<file path="config.mk">
export PLATFORM = sky130hd
export DESIGN_NAME = clk_src_top
export DESIGN_NICKNAME = d
export VERILOG_FILES = /design/src/rtl/clk_src_pkg.sv /design/src/rtl/clk_src_ctrl.sv /design/src/rtl/clk_src_datapath.sv /design/src/rtl/clk_src_top.sv
export SDC_FILE = /design/constraint.sdc
export NUM_CORES = 1
export LEC_CHECK = 0
export ABC_AREA = 0
export BUFFER_PORTS_ARGS = -buffer_cell sky130_fd_sc_hd__buf_2
export CORE_MARGIN = 1.5
export CORE_UTILIZATION = 44
export CTS_CLUSTER_SIZE = 14
export DETAILED_ROUTE_END_ITERATION = 8
export PLACE_DENSITY_LB_ADDON = 0.3
export SLEW_MARGIN = 20
export SYNTH_ARGS = -nofsm -noshare
export SYNTH_HDL_FRONTEND = slang
export SYNTH_HIERARCHICAL = 1
export SYNTH_SLANG_ARGS = --single-unit
export TNS_END_PERCENT = 100
</file>
<file path="constraint.sdc">
create_clock -name clk -period 1.6 [get_ports clk]
set_input_delay 0.32 -clock clk [delete_from_list [all_inputs] [get_ports clk]]
set_output_delay 0.32 -clock clk [all_outputs]
set_load 0.05 [all_outputs]
</file>
<file path="src/rtl/clk_src_pkg.sv">
package clk_src_pkg;
  localparam int PRS_W = 3;
  localparam logic [1:0] ADDR_MODE = 2'd0;
  localparam logic [1:0] ADDR_CTRL = 2'd1;
  localparam logic [1:0] ADDR_REGU = 2'd2;
  localparam logic [1:0] ADDR_STAT = 2'd3;

  // strobes from control to datapath
  typedef struct packed {
    logic             div2;
    logic [PRS_W-1:0] prs;
    logic             useAlt;
    logic             slowWait;
    logic             cpuStop;
    logic             unitOff;
  } clkStrobe_t;
endpackage

</file>
<file path="src/rtl/clk_src_ctrl.sv">
module clk_src_ctrl
  import clk_src_pkg::*;
(
  input  logic       clk,
  input  logic       rstN,
  input  logic       wrEn,
  input  logic [1:0] addr,
  input  logic [7:0] wrData,
  output logic [7:0] rdData,
  input  logic       wfiReq,
  input  logic       haltReq,
  input  logic       irqExt,
  input  logic       irqInt,
  input  logic       altPresent,
  output clkStrobe_t strobe,
  output logic       irqOut,
  output logic       resetReq,
  output logic       clockOff,
  output logic       pllOn,
  output logic       regOff
);
  logic [1:0]       modeSpare;
  logic             div2Q;
  logic [PRS_W-1:0] prsQ;
  logic irqSelQ, swRstEnQ, altReqQ, waitAltQ, lpWaitQ;
  logic regOffQ, pllReqQ;
  logic inWaitQ, haltedQ, resetReqQ, altActiveQ;
  logic wrMode, wrCtrl, wrRegu, lpAltGrab;

  assign wrMode = wrEn && (addr == ADDR_MODE);
  assign wrCtrl = wrEn && (addr == ADDR_CTRL);
  assign wrRegu = wrEn && (addr == ADDR_REGU);
  assign irqOut = irqSelQ ? irqInt : irqExt;
  // low-power wait grabs the alternate clock when it is there
  assign lpAltGrab = inWaitQ && lpWaitQ && waitAltQ && altPresent;

  always_ff @(posedge clk or negedge rstN) begin
    if (!rstN) begin
      modeSpare <= 2'b11;
      div2Q     <= 1'b1;
      prsQ      <= '0;
    end else if (wrMode) begin
      modeSpare <= wrData[7:6];
      div2Q     <= wrData[5];
      prsQ      <= wrData[4:2];
    end
  end

  always_ff @(posedge clk or negedge rstN) begin
    if (!rstN) begin
      irqSelQ  <= 1'b0;
      swRstEnQ <= 1'b0;
      altReqQ  <= 1'b0;
      waitAltQ <= 1'b0;
      lpWaitQ  <= 1'b0;
    end else begin
      if (wrCtrl) begin
        irqSelQ  <= wrData[7];
        swRstEnQ <= wrData[3];
        altReqQ  <= wrData[2];
        waitAltQ <= wrData[1];
        lpWaitQ  <= wrData[0];
      end
      if (lpAltGrab) altReqQ <= 1'b1;
    end
  end

  always_ff @(posedge clk or negedge rstN) begin
    if (!rstN) begin
      regOffQ <= 1'b0;
      pllReqQ <= 1'b0;
    end else if (wrRegu) begin
      regOffQ <= wrData[3];
      pllReqQ <= wrData[0] & ~wrData[3];
    end
  end

  always_ff @(posedge clk or negedge rstN) begin
    if (!rstN) begin
      inWaitQ    <= 1'b0;
      haltedQ    <= 1'b0;
      resetReqQ  <= 1'b0;
      altActiveQ <= 1'b0;
    end else begin
      if (haltedQ)     inWaitQ <= 1'b0;
      else if (irqOut) inWaitQ <= 1'b0;
      else if (wfiReq) inWaitQ <= 1'b1;
      resetReqQ <= haltReq && swRstEnQ && !haltedQ;
      if (haltReq && !swRstEnQ) haltedQ <= 1'b1;
      altActiveQ <= altReqQ && altPresent && !haltedQ;
    end
  end

  always_comb begin
    case (addr)
      ADDR_MODE: rdData = {modeSpare, div2Q, prsQ, 2'b00};
      ADDR_CTRL: rdData = {irqSelQ, 3'b000, swRstEnQ, altReqQ, waitAltQ, lpWaitQ};
      ADDR_REGU: rdData = {4'b0000, regOffQ, 2'b00, pllReqQ};
      default:   rdData = {5'b00000, inWaitQ, altPresent, altActiveQ};
    endcase
  end

  assign strobe.div2     = div2Q;
  assign strobe.prs      = prsQ;
  assign strobe.useAlt   = altActiveQ;
  assign strobe.slowWait = inWaitQ && lpWaitQ && !altActiveQ;
  assign strobe.cpuStop  = inWaitQ;
  assign strobe.unitOff  = haltedQ;
  assign resetReq = resetReqQ;
  assign clockOff = haltedQ;
  assign pllOn    = pllReqQ && !regOffQ && !haltedQ;
  assign regOff   = regOffQ;

  assert_alt_needs_presence_R3: assert property (@(posedge clk) disable iff (!rstN)
    $rose(altActiveQ) |-> $past(altPresent));
  assert_wait_exit_R5: assert property (@(posedge clk) disable iff (!rstN)
    (inWaitQ && irqOut) |=> !inWaitQ);
  assert_halt_reset_R8: assert property (@(posedge clk) disable iff (!rstN)
    resetReqQ |-> ($past(swRstEnQ) && !haltedQ));
  assert_pll_drop_R9: assert property (@(posedge clk) disable iff (!rstN)
    regOffQ |-> !pllReqQ);
endmodule

</file>
<file path="src/rtl/clk_src_datapath.sv">
module clk_src_datapath
  import clk_src_pkg::*;
#(
  parameter int SYNC_STAGES = 2,
  parameter int WIN_LEN     = 16,
  parameter int SLOW_DIV    = 16
) (
  input  logic       clk,
  input  logic       rstN,
  input  logic       altClk,
  input  clkStrobe_t strobe,
  output logic       altPresent,
  output logic       intTick,
  output logic       cpuTick
);
  localparam int WIN_W  = $clog2(WIN_LEN);
  localparam int SLOW_W = $clog2(SLOW_DIV);

  logic [SYNC_STAGES:0] syncQ;
  logic altEdge;

  genvar gi;
  generate
    for (gi = 0; gi <= SYNC_STAGES; gi++) begin : gSync
      if (gi == 0) begin : gFirst
        always_ff @(posedge clk or negedge rstN)
          if (!rstN) syncQ[0] <= 1'b0;
          else       syncQ[0] <= altClk;
      end else begin : gNext
        always_ff @(posedge clk or negedge rstN)
          if (!rstN) syncQ[gi] <= 1'b0;
          else       syncQ[gi] <= syncQ[gi-1];
      end
    end
  endgenerate

  // rising edge of the synchronised alternate clock
  assign altEdge = syncQ[SYNC_STAGES-1] && !syncQ[SYNC_STAGES];

  logic [WIN_W-1:0] winCnt;
  logic sawEdge, presentQ;
  always_ff @(posedge clk or negedge rstN) begin
    if (!rstN) begin
      winCnt   <= '0;
      sawEdge  <= 1'b0;
      presentQ <= 1'b0;
    end else if (winCnt == WIN_W'(WIN_LEN-1)) begin
      winCnt   <= '0;
      presentQ <= sawEdge || altEdge;
      sawEdge  <= 1'b0;
    end else begin
      winCnt <= winCnt + 1'b1;
      if (altEdge) sawEdge <= 1'b1;
    end
  end
  assign altPresent = presentQ;

  logic phaseQ;
  logic [SLOW_W-1:0] slowCnt;
  logic normalTick, slowTick;
  always_ff @(posedge clk or negedge rstN) begin
    if (!rstN) begin
      phaseQ  <= 1'b0;
      slowCnt <= '0;
    end else if (!strobe.unitOff) begin
      phaseQ  <= !phaseQ;
      slowCnt <= (slowCnt == SLOW_W'(SLOW_DIV-1)) ? '0 : slowCnt + 1'b1;
    end
  end
  assign normalTick = strobe.div2 ? phaseQ : 1'b1;
  assign slowTick   = (slowCnt == SLOW_W'(SLOW_DIV-1));

  always_comb begin
    if (strobe.unitOff)       intTick = 1'b0;
    else if (strobe.slowWait) intTick = slowTick;
    else if (strobe.useAlt)   intTick = altEdge;
    else                      intTick = normalTick;
  end

  logic [PRS_W-1:0] presCnt;
  logic presHit;
  assign presHit = (presCnt >= strobe.prs);
  always_ff @(posedge clk or negedge rstN) begin
    if (!rstN) presCnt <= '0;
    else if (intTick) presCnt <= presHit ? '0 : presCnt + 1'b1;
  end
  assign cpuTick = intTick && presHit && !strobe.cpuStop;

  assert_prescale_gap_R1: assert property (@(posedge clk) disable iff (!rstN)
    (cpuTick && strobe.prs != 0) |=> (!cpuTick || strobe.prs == 0));
  assert_div2_gap_R2: assert property (@(posedge clk) disable iff (!rstN)
    (intTick && strobe.div2 && !strobe.useAlt && !strobe.slowWait)
      |=> (!intTick || !strobe.div2 || strobe.useAlt || strobe.slowWait));
  assert_slow_tick_R6: assert property (@(posedge clk) disable iff (!rstN)
    (intTick && strobe.slowWait) |=> (!intTick || !strobe.slowWait));
  assert_present_needs_edge_R11: assert property (@(posedge clk) disable iff (!rstN)
    $rose(presentQ) |-> $past(sawEdge || altEdge));
endmodule

</file>
<file path="src/rtl/clk_src_top.sv">
module clk_src_top
  import clk_src_pkg::*;
#(
  parameter int SYNC_STAGES = 2,
  parameter int WIN_LEN     = 16,
  parameter int SLOW_DIV    = 16
) (
  input  logic       clk,
  input  logic       rstN,
  input  logic       wrEn,
  input  logic [1:0] addr,
  input  logic [7:0] wrData,
  output logic [7:0] rdData,
  input  logic       altClk,
  input  logic       wfiReq,
  input  logic       haltReq,
  input  logic       irqExt,
  input  logic       irqInt,
  output logic       intClkEn,
  output logic       cpuClkEn,
  output logic       irqOut,
  output logic       resetReq,
  output logic       clockOff,
  output logic       pllOn,
  output logic       regOff
);
  clkStrobe_t strobe;
  logic altPresent;

  clk_src_ctrl uCtrl (
    .clk(clk), .rstN(rstN), .wrEn(wrEn), .addr(addr), .wrData(wrData),
    .rdData(rdData), .wfiReq(wfiReq), .haltReq(haltReq), .irqExt(irqExt),
    .irqInt(irqInt), .altPresent(altPresent), .strobe(strobe), .irqOut(irqOut),
    .resetReq(resetReq), .clockOff(clockOff), .pllOn(pllOn), .regOff(regOff)
  );

  clk_src_datapath #(
    .SYNC_STAGES(SYNC_STAGES), .WIN_LEN(WIN_LEN), .SLOW_DIV(SLOW_DIV)
  ) uPath (
    .clk(clk), .rstN(rstN), .altClk(altClk), .strobe(strobe),
    .altPresent(altPresent), .intTick(intClkEn), .cpuTick(cpuClkEn)
  );
endmodule

</file>
; After elaboration in Yosys (flattened, before gate mapping)
; Index checks and enable logic that the tools add are counted.
[classes]
n_addsub = 3
order_cmp = 1
n_eq_ne = 4
muxes = 16
n_bitwise = 2
n_reduce_logical = 29
[ops]
columns = cell, count
row1 = case mux 8 bit (3 select lines), 1
row2 = logical AND 1 bit, 17
row3 = two-way mux 1 bit, 12
row4 = adder 4 x 1 -> 4 bit (second input constant), 2
row5 = equality test 4 bit (second input constant), 2
row6 = two-way mux 4 bit, 2
row7 = logical NOT 1 bit, 7
row8 = nonzero test 2 bit, 2
row9 = adder 3 x 1 -> 3 bit (second input constant), 1
row10 = >= comparator 3 bit, 1
row11 = two-way mux 3 bit, 1
row12 = nonzero test 3 bit, 1
row13 = equality test 2 x 1 -> 1 bit (second input constant), 1
row14 = equality test 2 bit (second input constant), 1
row15 = logical NOT 2 bit, 1
row16 = AND 1 bit, 1
row17 = logical OR 1 bit, 1
row18 = inverter 1 bit, 1
[word_totals]
regBits = 34
inputBits = 18
output_inout_bits = 15
word_cells = 78

; Depth between registers and ports, before layout
[depth]
depth_word = 7
depth_mapped = 6
mapped_depth_nobuf = 6

; Hierarchy
; The synthesis kept the hierarchy.
[by_module_without_submodules]
columns = module, n_inst, cells_per_inst, area_each_um2, seq_area_each_um2
row1 = clk_src_ctrl, 1, 69, 868.3, 429.2
row2 = clk_src_datapath, 1, 71, 808.3, 425.4

; Worst setup path after synthesis
; OpenSTA, ideal clock, no wires.
[synth_path]
path_kind = flip-flop to output port
start = reg uCtrl.haltedQ (netlist: uCtrl/clockOff)
end = out cpuClkEn
arrival_ns = 2.114
t_required_ns = 1.280
setup_slack_ns = -0.834
path_stages_with_launch = 6
path_buffers = 2
path_cell_list = dfrtp_1 buf_4 clkbuf_1 a21oi_2 and2_4 nor3b_2
[synth_between]
elab_chain_cells = 3
[synth_lines]
columns = item, line
row1 = "start, declared", clk_src_ctrl.sv:27  ; logic inWaitQ, haltedQ, resetReqQ, altActiveQ;
row2 = "start signal, assigned", clk_src_ctrl.sv:81  ; haltedQ <= 1'b0;
row3 = "start signal, assigned", clk_src_ctrl.sv:89  ; if (haltReq && !swRstEnQ) haltedQ <= 1'b1;
row4 = two-way mux 1 bit, clk_src_datapath.sv:74  ; if (strobe.unitOff) intTick = 1'b0;
row5 = named net intClkEn, clk_src_top.sv:19  ; output logic intClkEn,
row6 = logical AND 1 bit (2 in series), clk_src_datapath.sv:87  ; assign cpuTick = intTick && presHit && !strobe.cpuStop;
row7 = "end, declared", clk_src_top.sv:20  ; output logic cpuClkEn,
; The timed path passes the listed nets, and every way through them passes these cells.

; Worst setup path after layout
[layout_path]
start = reg uCtrl.altActiveQ
end = out cpuClkEn
[layout_between]
elab_chain_cells = 6
elab_cells_between_ends = 7
classes_between = 3 x mux / 4 x reduce/logical
[layout_lines]
columns = item, line
row1 = "start, declared", clk_src_ctrl.sv:27
row2 = "start signal, assigned", clk_src_ctrl.sv:90  ; altActiveQ <= altReqQ && altPresent && !haltedQ;
row3 = logical NOT 1 bit, clk_src_ctrl.sv:106  ; assign strobe.slowWait = inWaitQ && lpWaitQ && !altActiveQ;
row4 = logical AND 1 bit, clk_src_ctrl.sv:106
row5 = two-way mux 1 bit *, clk_src_datapath.sv:75  ; else if (strobe.slowWait) intTick = slowTick;
row6 = two-way mux 1 bit *, clk_src_datapath.sv:74
row7 = logical AND 1 bit * (2 in series), clk_src_datapath.sv:87
; Mark *: on every way between the ends. The rest lies on a longest branch, timed or not.

==> flow_summary.toml <==
[cts]
clock_path_buffers = 2
cts_sinks = 34
cts_made_buffers = 5
clk_latency_ns = 0.29
hold_buffers = 0
cts_tree = "done"
clkTransAtPathRegs_ns = 0.07
cts_htree_levels = 2
cts_root_buf = "clkbuf_8"

[floorplanning]
die_area_mm2 = 0.00419
io_pins = 33
die_x_um = 64.7
start_util_pct = 45.8
rows = 22
fp.coreArea_mm2 = 0.00366
fp.dieH_um = 64.7

[grt]
grt_pass1_vias = 1385
grt_max_degree = 35
grt_pass1_wl_um = 6290
antenna_found_initial = 0
grt_use_total_pct = 19.8
gr-total-overflow = 0

[synth]
ys_ff_latch = 34
synth_edf_count = 0
seq_area_frac_synth_pct = 51.0
syn_area_per_cell_um2 = 12.0
ys_warn_count = 6
synth_area_mm2 = 0.00168
synth_cell_types = 38
ys.flop_type = "dfrtp_1"
synthArstFlopShare_pct = 100
synth_nets = 164
synthCells = 140

[drt]
dr.pass1.iters = 4
ant_nets = 0
route.detailed.drc = 0
drt_iter0_markers = 61
wl_um = 3550
dr_total_vias = 1238
avgViaCountPerCell = 5.05
wire_per_inst_um = 14.5

[place]
portBuffers = 32
place_congestion = 0.726
pre_cts_ws_ns = -0.168
placed_cells = 233
dp_hpwl_um = 2470

[worst_setup_path]
critPathMaxFanout = 3
critPathCaptureType = "output pin"
crit_path_start_kind = "register"
crit_type = "register to output pin"
arrival_ns = 1.66
cp.required_ns = 1.28

[timing]
clock_skew_ns = 0.00423
fin_crit_ns = 1.98
fmax_mhz = 505
finalMaxSlewViolations = 0
worst_pin_slew_ns = 0.429
setup_viol = 4
rsz0062_at_grt = "true"
finalCritPeriodShare_pct = 124
slew_headroom_pct = 71.4
worst_hold_slack_ns = 0.0568
finalWorstSetupSlack_ns = -0.381
report.final.hold_viol_count = 0

[power_and_ir_drop]
p_leak_nw = 1.07
powerDensity_mw_per_mm2 = 1070
ir_worst_vdd_mv = 0.604

[run_status]
status = "finished, violations left"
violations = "setup timing"

[finish]
drive_gt1_share_pct = 51.3
antenna_cells = 0
fin_cells = 245
fin_nets = 220
area_growth_pct = 36.8

[min_path]
hp-class = "primary input to async pin"

[run]
maxCapViolCount = 0
[metrics by stage]
step / area [um^2] / power (mW) / setup TNS [ns] / utilization, %
global route: 2290 / 2.60 / -1.32 / 62.6
CTS: 2210 / 2.39 / -0.912 / 60.5
detailed placement: 2030 / 1.67 / -0.329 / 55.4
global placement: 2030 / 1.63 / -0.156 / 55.4
floorplan: 1730 / 1.43 / -0.495 / -
finish: 2290 / 2.46 / -0.985 / 62.6
[where the power goes]
part | internal, mW | leakage [nW] | switching [mW] | total, mW
Sequential | 0.977 | 0.409 | 0.0935 | 1.07
Clock | 0.347 | 0.0482 | 0.302 | 0.649
Combinational | 0.377 | 0.613 | 0.364 | 0.741
Total | 1.70 | 1.07 | 0.760 | 2.46
[layout make-up]
type                    count  area, um^2
clock buffers               7        86.3
fillers                   295        1370
well taps                  48        60.1
repair buffers             56         387
clock inverters             1        5.00
flip-flops and latches     34         856
multi-input cells          91         870
inverters                   8        30.0
[final timing paths]
path	from	to	slack (ns)	depth (start not counted)
setup / recovery	uCtrl/altActiveQ	cpuClkEn	-0.38	6
hold / removal	rstN	uCtrl/altReqQ	0.06	2
setup reg to reg	uCtrl/altActiveQ	uPath/presCnt[2]	0.01	8
hold reg to reg	uPath/syncQ[0]	uPath/syncQ[1]	0.35	0
max in group asynchronous	rstN	uCtrl/modeSpare[1]	1.21	2
min in group clk	altClk	uPath/syncQ[0]	0.14	1
[registers in the layout, indices dropped and copies added (netlist names), 2 cells and up]
signal,count
uCtrl/modeSpare,2
uCtrl/prsQ,3
uPath/winCnt,4
uPath/presCnt,3
uPath/slowCnt,4
uPath/syncQ,3
[layout by cell type, fill, tap and decap left out, drive strengths merged, types with 4 or more instances in the layout]
cell type / instances
nor2: 5
a31oi: 4
clkbuf: 8
o21ai: 7
nand3b: 4
nand2: 5
nor2b: 4
ha: 6
buf: 55
mux2i: 5
mux2: 15
and2: 4
nor3b: 5
nand2b: 4
inv: 8
dfrtp: 31
[timing repair]
| item | CTS | global route |
|---|---|---|
| resized for setup | 21 | 11 |
| setup buffers | 2 | 4 |
| pin swaps | 5 | 4 |
| endpoints found under the setup margin | 9 | 11 |
[logic make-up (layout without fill, tap and decap cells)]
family	Yosys count	in the layout	synth area share [%]
mux	20	20	13.1
fa+ha+maj	6	6	4.48
flops	34	34	51.0
buf+inv	15	72	5.15
simple gates	41	41	16.4
compound gates	21	21	8.36
xor+xnor	3	3	1.57
[critical path, stage by stage, from the launching register on]
cell and delay [ns]:
dfrtp_1 0.41, buf_4 0.17, nor4b_4 0.28, a31oi_2 0.07, and2_4 0.15, nor3b_4 0.14, buf_6 0.15
[per-layer routing]
metal	GRT usage [%]	wire, um	vias up
met5	0	0	-
met4	7.18	49	0
met3	5.73	151	6
met2	33.8	1780	33
met1	23.8	1580	597
li1	-	-	602
[cell usage after synthesis (2+ instances only)]
library cell / n / area (um^2)
nand3b_1: 3 / 22.5
a21o_1: 3 / 22.5
o21ai_0: 7 / 35.0
nand2b_1: 4 / 25.0
ha_1: 6 / 75.1
nor2b_1: 4 / 25.0
nand4_1: 3 / 18.8
inv_1: 8 / 30.0
dfrtp_1: 31 / 776
nand2_1: 5 / 18.8
buf_6: 2 / 22.5
dfstp_2: 3 / 78.8
nand3_1: 3 / 15.0
and2_1: 3 / 18.8
mux2_2: 15 / 169
nor2_1: 5 / 18.8
buf_4: 4 / 30.0
xnor2_1: 2 / 17.5
a31oi_1: 3 / 18.8
a21oi_1: 2 / 10.0
nor3b_1: 3 / 22.5
mux2i_1: 5 / 50.1
Note: power is estimated with default switching activity, not from simulation.
